### src/rtl/irq_pkg.sv
package irq_pkg;
   typedef enum logic [1:0] {
      KIND_SRC  = 2'd0,
      KIND_NMI  = 2'd1,
      KIND_TRAP = 2'd2
   } irq_kind_e;
endpackage

### src/rtl/irq_pending.sv
module irq_pending #(
   parameter int N = 10
) (
   input  logic         clk,
   input  logic         rst_n,
   input  logic [N-1:0] set_i,
   input  logic [N-1:0] clr_i,
   output logic [N-1:0] pend_o
);
   for (genvar i = 0; i < N; i++) begin : g_bit
      always_ff @(posedge clk or negedge rst_n) begin
         if (!rst_n)            pend_o[i] <= 1'b0;
         else if (set_i[i])     pend_o[i] <= 1'b1;
         else if (clr_i[i])     pend_o[i] <= 1'b0;
      end
   end
endmodule

### src/rtl/irq_rank.sv
module irq_rank
   import irq_pkg::*;
#(
   parameter int CODE_W = 3,
   parameter int LVL_W  = 4
) (
   input  logic [(1<<CODE_W)*CODE_W-1:0] slots_i,
   input  logic [(1<<CODE_W)-1:0]        elig_i,
   input  logic                          nmi_elig_i,
   input  logic                          trap_elig_i,
   output logic [LVL_W-1:0]              lvl_o,
   output logic [CODE_W-1:0]             code_o,
   output irq_kind_e                     kind_o
);
   localparam int NUM_SRC  = 1 << CODE_W;
   localparam int NMI_LVL  = NUM_SRC + 1;
   localparam int TRAP_LVL = NUM_SRC + 2;

   always_comb begin
      lvl_o  = '0;
      code_o = '0;
      kind_o = KIND_SRC;
      // ascending scan: a later (higher) slot overrides a lower one
      for (int k = 0; k < NUM_SRC; k++) begin
         if (elig_i[slots_i[k*CODE_W +: CODE_W]]) begin
            lvl_o  = LVL_W'(k + 1);
            code_o = slots_i[k*CODE_W +: CODE_W];
         end
      end
      if (nmi_elig_i) begin
         lvl_o  = LVL_W'(NMI_LVL);
         code_o = '0;
         kind_o = KIND_NMI;
      end
      if (trap_elig_i) begin
         lvl_o  = LVL_W'(TRAP_LVL);
         code_o = '0;
         kind_o = KIND_TRAP;
      end
   end
endmodule

### src/rtl/irq_lvl_stack.sv
module irq_lvl_stack #(
   parameter int LVL_W = 4,
   parameter int DEPTH = 10
) (
   input  logic             clk,
   input  logic             rst_n,
   input  logic             push_i,
   input  logic             pop_i,
   input  logic [LVL_W-1:0] lvl_i,
   output logic [LVL_W-1:0] top_o,
   output logic             busy_o
);
   localparam int CNT_W = $clog2(DEPTH + 1);

   logic [LVL_W-1:0] ent_q [DEPTH];
   logic [CNT_W-1:0] cnt_q;

   always_ff @(posedge clk or negedge rst_n) begin
      if (!rst_n) begin
         cnt_q <= '0;
         for (int i = 0; i < DEPTH; i++) ent_q[i] <= '0;
      end else if (push_i && cnt_q < CNT_W'(DEPTH)) begin
         ent_q[cnt_q] <= lvl_i;
         cnt_q        <= cnt_q + 1'b1;
      end else if (pop_i && cnt_q != '0) begin
         cnt_q <= cnt_q - 1'b1;
      end
   end

   assign busy_o = (cnt_q != '0);
   assign top_o  = busy_o ? ent_q[cnt_q - 1'b1] : '0;

   // strictly rising levels bound nesting depth to the level count
   a_r4_no_overflow: assert property (@(posedge clk) disable iff (!rst_n)
      push_i |-> cnt_q < CNT_W'(DEPTH));
   a_r4_pop_restores: assert property (@(posedge clk) disable iff (!rst_n)
      (pop_i && !push_i && cnt_q > CNT_W'(1)) |=> top_o == $past(ent_q[cnt_q - 2'd2]));
endmodule

### src/rtl/prio_irq_ctrl.sv
module prio_irq_ctrl
   import irq_pkg::*;
#(
   parameter int CODE_W       = 3,
   parameter int DATA_W       = 8,
   parameter int ADDR_W       = 3,
   parameter int MASK_ADDR    = 0,
   parameter int PRIO_ADDR_HI = 2
) (
   input  logic                   clk,
   input  logic                   rst_n,
   input  logic                   wr_en,
   input  logic [ADDR_W-1:0]      wr_addr,
   input  logic [DATA_W-1:0]      wr_data,
   input  logic                   int_en,
   input  logic [(1<<CODE_W)-1:0] src_req,
   input  logic                   nmi_req,
   input  logic                   trap_req,
   input  logic                   clr_en,
   input  logic [CODE_W-1:0]      clr_code,
   input  logic                   ack,
   input  logic                   reti,
   output logic                   irq,
   output logic [1:0]             irq_kind,
   output logic [CODE_W-1:0]      irq_code
);
   localparam int NUM_SRC   = 1 << CODE_W;
   localparam int PRIO_BITS = NUM_SRC * CODE_W;
   localparam int PRIO_REGS = PRIO_BITS / DATA_W;
   localparam int NMI_LVL   = NUM_SRC + 1;
   localparam int TRAP_LVL  = NUM_SRC + 2;
   localparam int LVL_W     = $clog2(TRAP_LVL + 1);
   localparam int NPEND     = NUM_SRC + 2;
   localparam int NMI_BIT   = NUM_SRC;
   localparam int TRAP_BIT  = NUM_SRC + 1;

   if (PRIO_BITS % DATA_W != 0) begin : g_bad_split
      $error("slot word must split into whole registers");
   end
   if (DATA_W < NUM_SRC) begin : g_bad_mask
      $error("mask register narrower than source count");
   end
   if (PRIO_ADDR_HI + PRIO_REGS > (1 << ADDR_W)) begin : g_bad_addr
      $error("priority registers exceed address space");
   end

   logic [NUM_SRC-1:0]   mask_q;
   logic [PRIO_BITS-1:0] prio_q;
   logic [NPEND-1:0]     pend, pend_set, pend_clr;
   logic [LVL_W-1:0]     best_lvl, top_lvl;
   logic [CODE_W-1:0]    best_code;
   irq_kind_e            best_kind;
   logic                 busy, push;

   // mask register: always writable
   always_ff @(posedge clk or negedge rst_n) begin
      if (!rst_n)                                           mask_q <= '0;
      else if (wr_en && wr_addr == ADDR_W'(MASK_ADDR))      mask_q <= wr_data[NUM_SRC-1:0];
   end

   // slot registers: first address holds the most significant byte
   for (genvar r = 0; r < PRIO_REGS; r++) begin : g_prio
      always_ff @(posedge clk or negedge rst_n) begin
         if (!rst_n)
            prio_q[PRIO_BITS-1-r*DATA_W -: DATA_W] <= '0;
         else if (wr_en && !busy && wr_addr == ADDR_W'(PRIO_ADDR_HI + r))
            prio_q[PRIO_BITS-1-r*DATA_W -: DATA_W] <= wr_data;
      end
   end

   assign pend_set = {trap_req, nmi_req, src_req};

   always_comb begin
      pend_clr = '0;
      if (clr_en) pend_clr[clr_code] = 1'b1;
      if (push) begin
         case (best_kind)
            KIND_NMI:  pend_clr[NMI_BIT]   = 1'b1;
            KIND_TRAP: pend_clr[TRAP_BIT]  = 1'b1;
            default:   pend_clr[best_code] = 1'b1;
         endcase
      end
   end

   irq_pending #(.N(NPEND)) u_pend (
      .clk    (clk),
      .rst_n  (rst_n),
      .set_i  (pend_set),
      .clr_i  (pend_clr),
      .pend_o (pend)
   );

   irq_rank #(.CODE_W(CODE_W), .LVL_W(LVL_W)) u_rank (
      .slots_i     (prio_q),
      .elig_i      (pend[NUM_SRC-1:0] & mask_q & {NUM_SRC{int_en}}),
      .nmi_elig_i  (pend[NMI_BIT] & int_en),
      .trap_elig_i (pend[TRAP_BIT]),
      .lvl_o       (best_lvl),
      .code_o      (best_code),
      .kind_o      (best_kind)
   );

   irq_lvl_stack #(.LVL_W(LVL_W), .DEPTH(TRAP_LVL)) u_stack (
      .clk    (clk),
      .rst_n  (rst_n),
      .push_i (push),
      .pop_i  (reti && !push),
      .lvl_i  (best_lvl),
      .top_o  (top_lvl),
      .busy_o (busy)
   );

   assign irq      = best_lvl > top_lvl;
   assign push     = ack && irq;
   assign irq_kind = irq ? best_kind : KIND_SRC;
   assign irq_code = (irq && best_kind == KIND_SRC) ? best_code : '0;

   // a maskable grant needs its mask bit and the global enable
   a_r2_masked_held: assert property (@(posedge clk) disable iff (!rst_n)
      (irq && irq_kind == KIND_SRC) |-> (mask_q[irq_code] && int_en));
   // an acknowledge raises the active level
   a_r4_push_rises: assert property (@(posedge clk) disable iff (!rst_n)
      push |=> top_lvl > $past(top_lvl));
   // a pending enabled non-maskable request beats every slot
   a_r5_nmi_over_slots: assert property (@(posedge clk) disable iff (!rst_n)
      (pend[NMI_BIT] && int_en && !pend[TRAP_BIT] && top_lvl < LVL_W'(NMI_LVL))
      |-> (irq && irq_kind == KIND_NMI));
   // a pending trap is presented unless a trap handler runs
   a_r6_trap_first: assert property (@(posedge clk) disable iff (!rst_n)
      (pend[TRAP_BIT] && top_lvl != LVL_W'(TRAP_LVL)) |-> (irq && irq_kind == KIND_TRAP));
   // slot word frozen while a handler is active
   a_r9_prio_frozen: assert property (@(posedge clk) disable iff (!rst_n)
      busy |=> $stable(prio_q));
   // acknowledge without a new request drops the pending bit
   a_r10_ack_clears: assert property (@(posedge clk) disable iff (!rst_n)
      (push && irq_kind == KIND_SRC && !src_req[irq_code]) |=> !pend[$past(irq_code)]);
endmodule

### config.mk
export PLATFORM = sky130hd
export DESIGN_NAME = prio_irq_ctrl
export DESIGN_NICKNAME = d
export VERILOG_FILES = /design/src/rtl/irq_pkg.sv /design/src/rtl/irq_pending.sv /design/src/rtl/irq_rank.sv /design/src/rtl/irq_lvl_stack.sv /design/src/rtl/prio_irq_ctrl.sv
export SDC_FILE = /design/constraint.sdc
export NUM_CORES = 1
export LEC_CHECK = 0
export BUFFER_PORTS_ARGS = -buffer_cell sky130_fd_sc_hd__buf_4
export CELL_PAD_IN_SITES_DETAIL_PLACEMENT = 0
export CELL_PAD_IN_SITES_GLOBAL_PLACEMENT = 1
export CORE_ASPECT_RATIO = 1.5
export CORE_MARGIN = 2
export CORE_UTILIZATION = 42
export DETAILED_ROUTE_END_ITERATION = 8
export PLACE_DENSITY = 0.68
export SYNTH_ARGS = -nofsm -noshare
export SYNTH_HDL_FRONTEND = slang
export SYNTH_SLANG_ARGS = --single-unit
### constraint.sdc
create_clock -name clk -period 12.48 [get_ports clk]
set_input_delay 2.496 -clock clk [delete_from_list [all_inputs] [get_ports clk]]
set_output_delay 2.496 -clock clk [all_outputs]
set_load 0.02 [all_outputs]
### Yosys cells after proc, flatten, opt, wreduce, memory -nomap -nowiden

Cells that the tools add are included.
W data, S select, Z words.

| word-level totals | value |
|---|---|
| input bits | 31 |
| output and inout port bits | 6 |
| flip-flop bits (word level) | 86 |

| operators by class | value |
|---|---|
| eq/ne operators | 5 |
| $add $sub $neg | 2 |
| bitwise logic cells | 6 |
| magnitude comparators | 17 |
| muxes and demuxes | 78 |
| reductions and logical operators | 30 |

Operators by type and width:

| cell | number |
|---|---|
| $mux W3 | 15 |
| $bwmux W40 | 1 |
| $mux W4 | 9 |
| $lt A3 B4 Y1 const B | 8 |
| $mux W1 | 32 |
| $bmux W1 S3 | 8 |
| $reduce_bool A2 Y1 | 11 |
| $and A8 B8 Y8 | 2 |
| $bmux W4 S4 | 1 |
| $demux W4 S4 | 1 |
| $mux W8 | 2 |
| $logic_and A1 B1 Y1 | 13 |
| $ge A5 B5 Y1 const B | 2 |
| $lt A3 B5 Y1 const B | 2 |
| $mux W10 | 1 |
| $not A4 Y5 | 2 |
| $mux W2 | 4 |
| $or A8 B8 Y8 | 1 |
| $demux W1 S3 | 2 |
| $eq A3 B2 Y1 const B | 2 |
| $ge A3 B1 Y1 const B | 2 |
| $lt A5 B1 Y1 const B | 1 |
| $add A4 B1 Y4 const B | 1 |
| $gt A4 B4 Y1 | 1 |
| other kinds (12) | 14 |

### Logic depth before layout (Yosys ltp)

| depth | value |
|---|---|
| word-level depth | 23 |
| gate-level depth with buffers | 19 |
| gate-level depth less buffers | 16 |

### Modules after synthesis

A second synthesis with hierarchy kept.

| unflattened totals | value |
|---|---|
| cell total of the unflattened synthesis | 466 |
| area, all modules | 5350.1 µm² |

Modules (own cells, without submodules):

| module | area each (µm²) | cells each | times used |
|---|---|---|---|
| irq_lvl_stack | 2341.0 | 173 | 1 |
| prio_irq_ctrl | 1659.1 | 133 | 1 |
| irq_rank | 987.2 | 130 | 1 |
| irq_pending | 362.8 | 30 | 1 |

### Worst setup path after synthesis

OpenSTA, ideal clock, no wires.

| path | value |
|---|---|
| kind | input port to output port |
| start | in int_en |
| end | out irq_code[0] |
| path slack | 4.609 ns |
| required time | 9.984 ns |
| stages on the path | 16 |
| arrival time | 5.375 ns |
| cell sequence | clkbuf_1 > inv_1 > a2111o_1 > o221ai_1 > nor2_1 > o311ai_1 > a31o_1 > buf_2 > ha_1 > nor2b_1 > o21a_1 > o21a_1 > o21ai_0 > inv_1 > nand3_1 > nor2_1 |

| on the way | value |
|---|---|
| elaborated cells between the ends (all ways) | 44 |
| classes of those cells | 1 x order compare; 39 x mux; 2 x bitwise; 2 x reduce/logical |

RTL lines:

| what | line | text |
|---|---|---|
| from (decl) | prio_irq_ctrl.sv:15 | `input logic int_en,` |
| $and A8 B8 Y8 | prio_irq_ctrl.sv:95 | `.elig_i (pend[NUM_SRC-1:0] & mask_q & {NUM_SRC{int_en}}),` |
| $bmux W1 S3 | irq_rank.sv:25 | `if (elig_i[slots_i[k*CODE_W +: CODE_W]]) begin` |
| $mux W1 (not written as such) | irq_rank.sv:25 |  |
| $mux W2 (2 in series) | irq_rank.sv:25 |  |
| $mux W3 (4 in series) | irq_rank.sv:25 |  |
| $mux W4 | irq_rank.sv:25 |  |
| $mux W4 * | irq_rank.sv:30 | `if (nmi_elig_i) begin` |
| $mux W4 * | irq_rank.sv:35 | `if (trap_elig_i) begin` |
| via best_lvl[1] | prio_irq_ctrl.sv:50 | `logic [LVL_W-1:0] best_lvl, top_lvl;` |
| $gt A4 B4 Y1 * | prio_irq_ctrl.sv:113 | `assign irq = best_lvl > top_lvl;` |
| via irq | prio_irq_ctrl.sv:23 | `output logic irq,` |
| $logic_and A1 B1 Y1 * | prio_irq_ctrl.sv:116 | `assign irq_code = (irq && best_kind == KIND_SRC) ? best_code : '0;` |
| $mux W3 * | prio_irq_ctrl.sv:116 |  |
| to (decl) | prio_irq_ctrl.sv:25 | `output logic [CODE_W-1:0] irq_code` |

The timed path passes the listed nets; every way through them passes the cells marked *. The select of a mux whose other input is x is not followed.

### Worst setup path in the final report

| path | value |
|---|---|
| start | in int_en |
| end | out irq_code[0] |

| on the way | value |
|---|---|
| word-level cells in the longest chain between the ends | 16 |
| elaborated cells between the ends (all ways) | 44 |
| classes of those cells | 1 x order compare; 39 x mux; 2 x bitwise; 2 x reduce/logical |

Ends and longest elaborated chain:

| what | line |
|---|---|
| $and A8 B8 Y8 | prio_irq_ctrl.sv:95 |
| $bmux W1 S3 | irq_rank.sv:25 |
| $mux W1 (not written as such) | irq_rank.sv:25 |
| $mux W1 | irq_rank.sv:25 |
| $mux W2 (2 in series) | irq_rank.sv:25 |
| $mux W3 (4 in series) | irq_rank.sv:25 |
| $mux W4 | irq_rank.sv:25 |
| $mux W4 | irq_rank.sv:30 |
| $mux W4 | irq_rank.sv:35 |
| $gt A4 B4 Y1 | prio_irq_ctrl.sv:113 |
| $logic_and A1 B1 Y1 | prio_irq_ctrl.sv:116 |
| $mux W3 * | prio_irq_ctrl.sv:116 |

Mark *: on every way between the ends. The rest lies on a longest branch, timed or not. The select of a mux whose other input is x is not followed.

==> results_tabular.tex <==
\begin{tabular}{lr}
\hline
Metric & Value \\
\hline
\multicolumn{2}{l}{\textbf{Critical path}} \\
Worst EP arrival & 5.96 ns \\
Critical path startpoint & int\_en \\
Length in cells of the worst reg-to-reg path & 13 \\
Endpoint of the lowest-slack register-to-register path & u\_stack.ent\_q[0] \\
Flop-to-flop setup slack & 7.51 ns \\
Type of the worst setup path & input port to primary output \\
Maximum net fanout on the critical path & 17 \\
Reg2Reg Launch Point & u\_pend.pend\_o[1] \\
Required arrival time at the worst endpoint & around 10 ns \\
Type of destination of the critical path & primary output \\
Startpoint kind of the worst setup timing path & input port \\
\multicolumn{2}{l}{\textbf{Routing}} \\
Routed vias/inst & 5.895 \\
Post-detailed-route DRC marker count & 0 \\
Drt total wl & 13,950 um \\
Number of nets with antenna violations after routing & 0 \\
WL/cell & 21.76 um \\
First-pass iteration count of the detailed router & 4 \\
DRC violation total after the first TritonRoute iteration & 183 \\
Count of vias placed by the detailed router & around 3.8k \\
\multicolumn{2}{l}{\textbf{Floorplan}} \\
Die height & $\sim$140 um \\
Die Outline Area & 0.01310 mm2 \\
Number of rows in the core area & 49 \\
Horiz. Die Dim & roughly 94 um \\
Initial core utilization & between 40\% and 50\% \\
Number of top-level pins & 37 \\
Core region area & 0.01196 mm2 \\
\multicolumn{2}{l}{\textbf{Job}} \\
Max-cap violations & 0 \\
\multicolumn{2}{l}{\textbf{Timing}} \\
Final period util & 67.78\% \\
Count of endpoints failing hold in the final timing report & 0 \\
Setup repair after global routing missed its margin & no \\
Highest Clock Rate & 118.2 MHz \\
Total Negative Setup Slacks & 0 ns \\
Clock Skew & 0.007029 ns \\
Crit path time final & 8.459 ns \\
Worst slew margin & 28.01\% \\
Worst-Margin Slew & around 1.1 ns \\
Final number of setup-violating endpoints & 0 \\
Pins Over Slew Limit & 0 \\
\multicolumn{2}{l}{\textbf{Logic synthesis}} \\
Syn nets & 488 \\
Dominant cell type by area after synthesis & dfrtp\_1 \\
Post-synthesis sequential area ratio & 42.05\% \\
Count of distinct cell types in the synthesized netlist & 62 \\
Ys async rst share & 100.0\% \\
Fraction of post-synthesis cell area in the top cell type by area & $\sim$42\% \\
Commonest cells in the netlist & dfrtp\_1 (86), mux2\_2 (72), nand2\_1 (36) \\
Largest cells by area after synthesis & dfrtp\_1 (42\%), mux2\_2 (16\%), mux4\_2 (9.2\%), nand2\_1 (2.6\%), nor2\_1 (2.2\%) \\
Mapped cell area & 0.005117 mm2 \\
Instance count of the mapped netlist & 449 \\
Number of synthesized register bits & between 80 and 90 \\
Most used DFF post-synth & dfrtp\_1 \\
Post-synth EDFFs & 0 \\
Synth Area per Inst & 11.40 um2 \\
Most common cell in the netlist & dfrtp\_1 \\
Ys Warns & 0 \\
\multicolumn{2}{l}{\textbf{Power}} \\
Share of total power in combinational logic & 44.2\% \\
Max IR drop VDD & 105.7 uV \\
Fraction of power spent switching nets & between 30\% and 40\% \\
Switching power summed over all nets & 0.4928 mW \\
Internal portion of total power & 0.7638 mW \\
Power share of the sequential group & 35.4\% \\
Total power draw & 1.257 mW \\
Power density of the placed cells & approximately 220 mW/mm2 \\
Portion of total power attributed to the clock network & $\sim$20\% \\
P\_leak & 2.509 nW \\
\multicolumn{2}{l}{\textbf{Place}} \\
Count of buffers inserted at the top-level ports & 36 \\
Final weighted congestion in routability-driven placement & between 0.9 and 1 \\
Hpwl dp & $\sim$11,000 um \\
\multicolumn{2}{l}{\textbf{CTS}} \\
TritonCTS buffer count & 9 \\
Total number of H-tree levels & 3 \\
Count of instances resized after the clock tree is built & 0 \\
Sink count of the clock tree & 86 \\
Clock root cell & clkbuf\_16 \\
Setup Buffers After CTS & 0 \\
Maximum buffer depth of the clock tree & 2 \\
Clock tree from TritonCTS & built \\
Clk slew on worst S/H paths & $\sim$0.07 ns \\
Count of hold buffers inserted by post-cts repair & 0 \\
Worst-skew pair later-pin latency & around 0.34 ns \\
\multicolumn{2}{l}{\textbf{Min path}} \\
Hold path start & u\_stack.ent\_q[18] \\
Path type of the worst min-delay path & register to register \\
Min-Delay Path Depth & 1 \\
Min-Delay Endpoint & u\_stack.ent\_q[18] \\
\multicolumn{2}{l}{\textbf{Status}} \\
Result of the run & finished clean \\
\multicolumn{2}{l}{\textbf{GRT}} \\
Vias in the first global route & $\sim$4k \\
Wire length of the first global-routing pass & 22,460 um \\
Pin count of the biggest net entering global routing & slightly above 70 \\
Initial antenna violation count & 0 \\
Leftover overflow at the end of global routing & 0 \\
Total global routing track utilization & a little under a quarter \\
\multicolumn{2}{l}{\textbf{Cells and area}} \\
Layout area overhead & 13.86\% \\
Fraction of layout cells with a size suffix above 1 & 33.40\% \\
Number of diodes & 0 \\
Final-stage net count & 522 \\
\hline
\end{tabular}
==> metrics by stage <==
| step | instances | hold WS, ns | utilization [%] | cell area (um2) | setup WS [ns] |
|---|---|---|---|---|---|
| final | 641 | 0.5027 | 48.74 | 5827 | 4.021 |
| after global routing | 641 | 0.5197 | 48.74 | 5827 | 3.632 |
| after CTS | 641 | 0.5059 | 48.74 | 5827 | 3.971 |
| after detailed placement | 625 | 0.4912 | 46.35 | 5542 | 3.970 |
| after global placement | 625 | 0.4837 | 46.35 | 5542 | 4.149 |
| after floorplan | 449 | 0.4495 | - | 5117 | 4.609 |
==> routing by layer <==
metal | share of wire, % | vias up | GRT usage, %
li1 | - | 1777 | -
met1 | 37 | 1924 | 25.09
met2 | 58 | 56 | 42.74
met3 | 1.7 | 22 | 2.609
met4 | 3.3 | 0 | 10.07
met5 | 0 | - | 0
==> registers in the layout (all words and copies together) (netlist names) <==
register / cells
mask_q: 8
prio_q: 24
u_pend.pend_o: 10
u_stack.cnt_q: 4
u_stack.ent_q: 40
==> power by group through the flow <==
| stage | sequential [mW] | combinational, mW | clock, mW |
|---|---|---|---|
| finish | 0.445 | 0.555 | 0.256 |
| global route | 0.460 | 0.607 | 0.275 |
| CTS | 0.446 | 0.560 | 0.264 |
| detailed placement | 0.451 | 0.557 | 0 |
| global placement | 0.449 | 0.549 | 0 |
| floorplan | 0.398 | 0.440 | 0 |
==> logic make-up (layout without fill, tap and decap cells) <==
logic type | after synthesis | after routing | synth area share (%)
adders and majority gates | 8 | 8 | 1.956
and+or+nand+nor | 134 | 134 | 13.47
AOI/OAI and AO/OA | 86 | 86 | 12.91
muxes | 101 | 101 | 26.65
xor gates and xnor gates | 4 | 4 | 0.6847
DFF | 86 | 86 | 42.05
buffers and inverters | 30 | 69 | 2.274
==> worst max-delay path: stages <==
cell,delay (ns)
buf_4,0.17
inv_1,0.22
nor2_1,0.11
a2bb2oi_2,0.33
nand3_1,0.39
a31oi_1,0.78
ha_1,0.38
o21a_1,0.11
o21a_1,0.17
o21ai_0,0.31
inv_1,0.10
nand3_1,0.13
nor2_1,0.06
buf_4,0.17
==> cell usage in the layout (no fill, tap or decap), types with 9 or more instances in the layout <==
cell type | Yosys | layout
a31oi_1 | 9 | 9
nand3_1 | 16 | 16
dfrtp_1 | 86 | 86
buf_4 | 0 | 40
clkbuf_16 | 0 | 9
mux2_2 | 72 | 72
mux4_2 | 21 | 21
inv_1 | 12 | 12
and2_1 | 11 | 11
a21oi_1 | 15 | 15
nor2_1 | 30 | 30
nand2_1 | 36 | 36
==> cell type report <==
cell class                      instances  area, um2
Sequential cell                        86       2152
Tap cell                              153      191.4
Fill cell                            1116       6128
Timing Repair Buffer                   40      300.3
Clock buffer                           11      242.7
Clock inverter                          5      42.54
Multi-Input combinational cell        333       2849
Inverter                               13      48.80
==> worst max path at each step <==
stage	slack, ns	to
finish	4.02	irq_code[0]
global route	3.63	irq_code[2]
detailed placement	3.97	irq_code[0]
CTS	3.97	irq_code[0]
floorplan	4.61	irq_code[0]
global placement	4.15	irq_code[2]
Note: power is estimated with default switching activity, not from simulation.
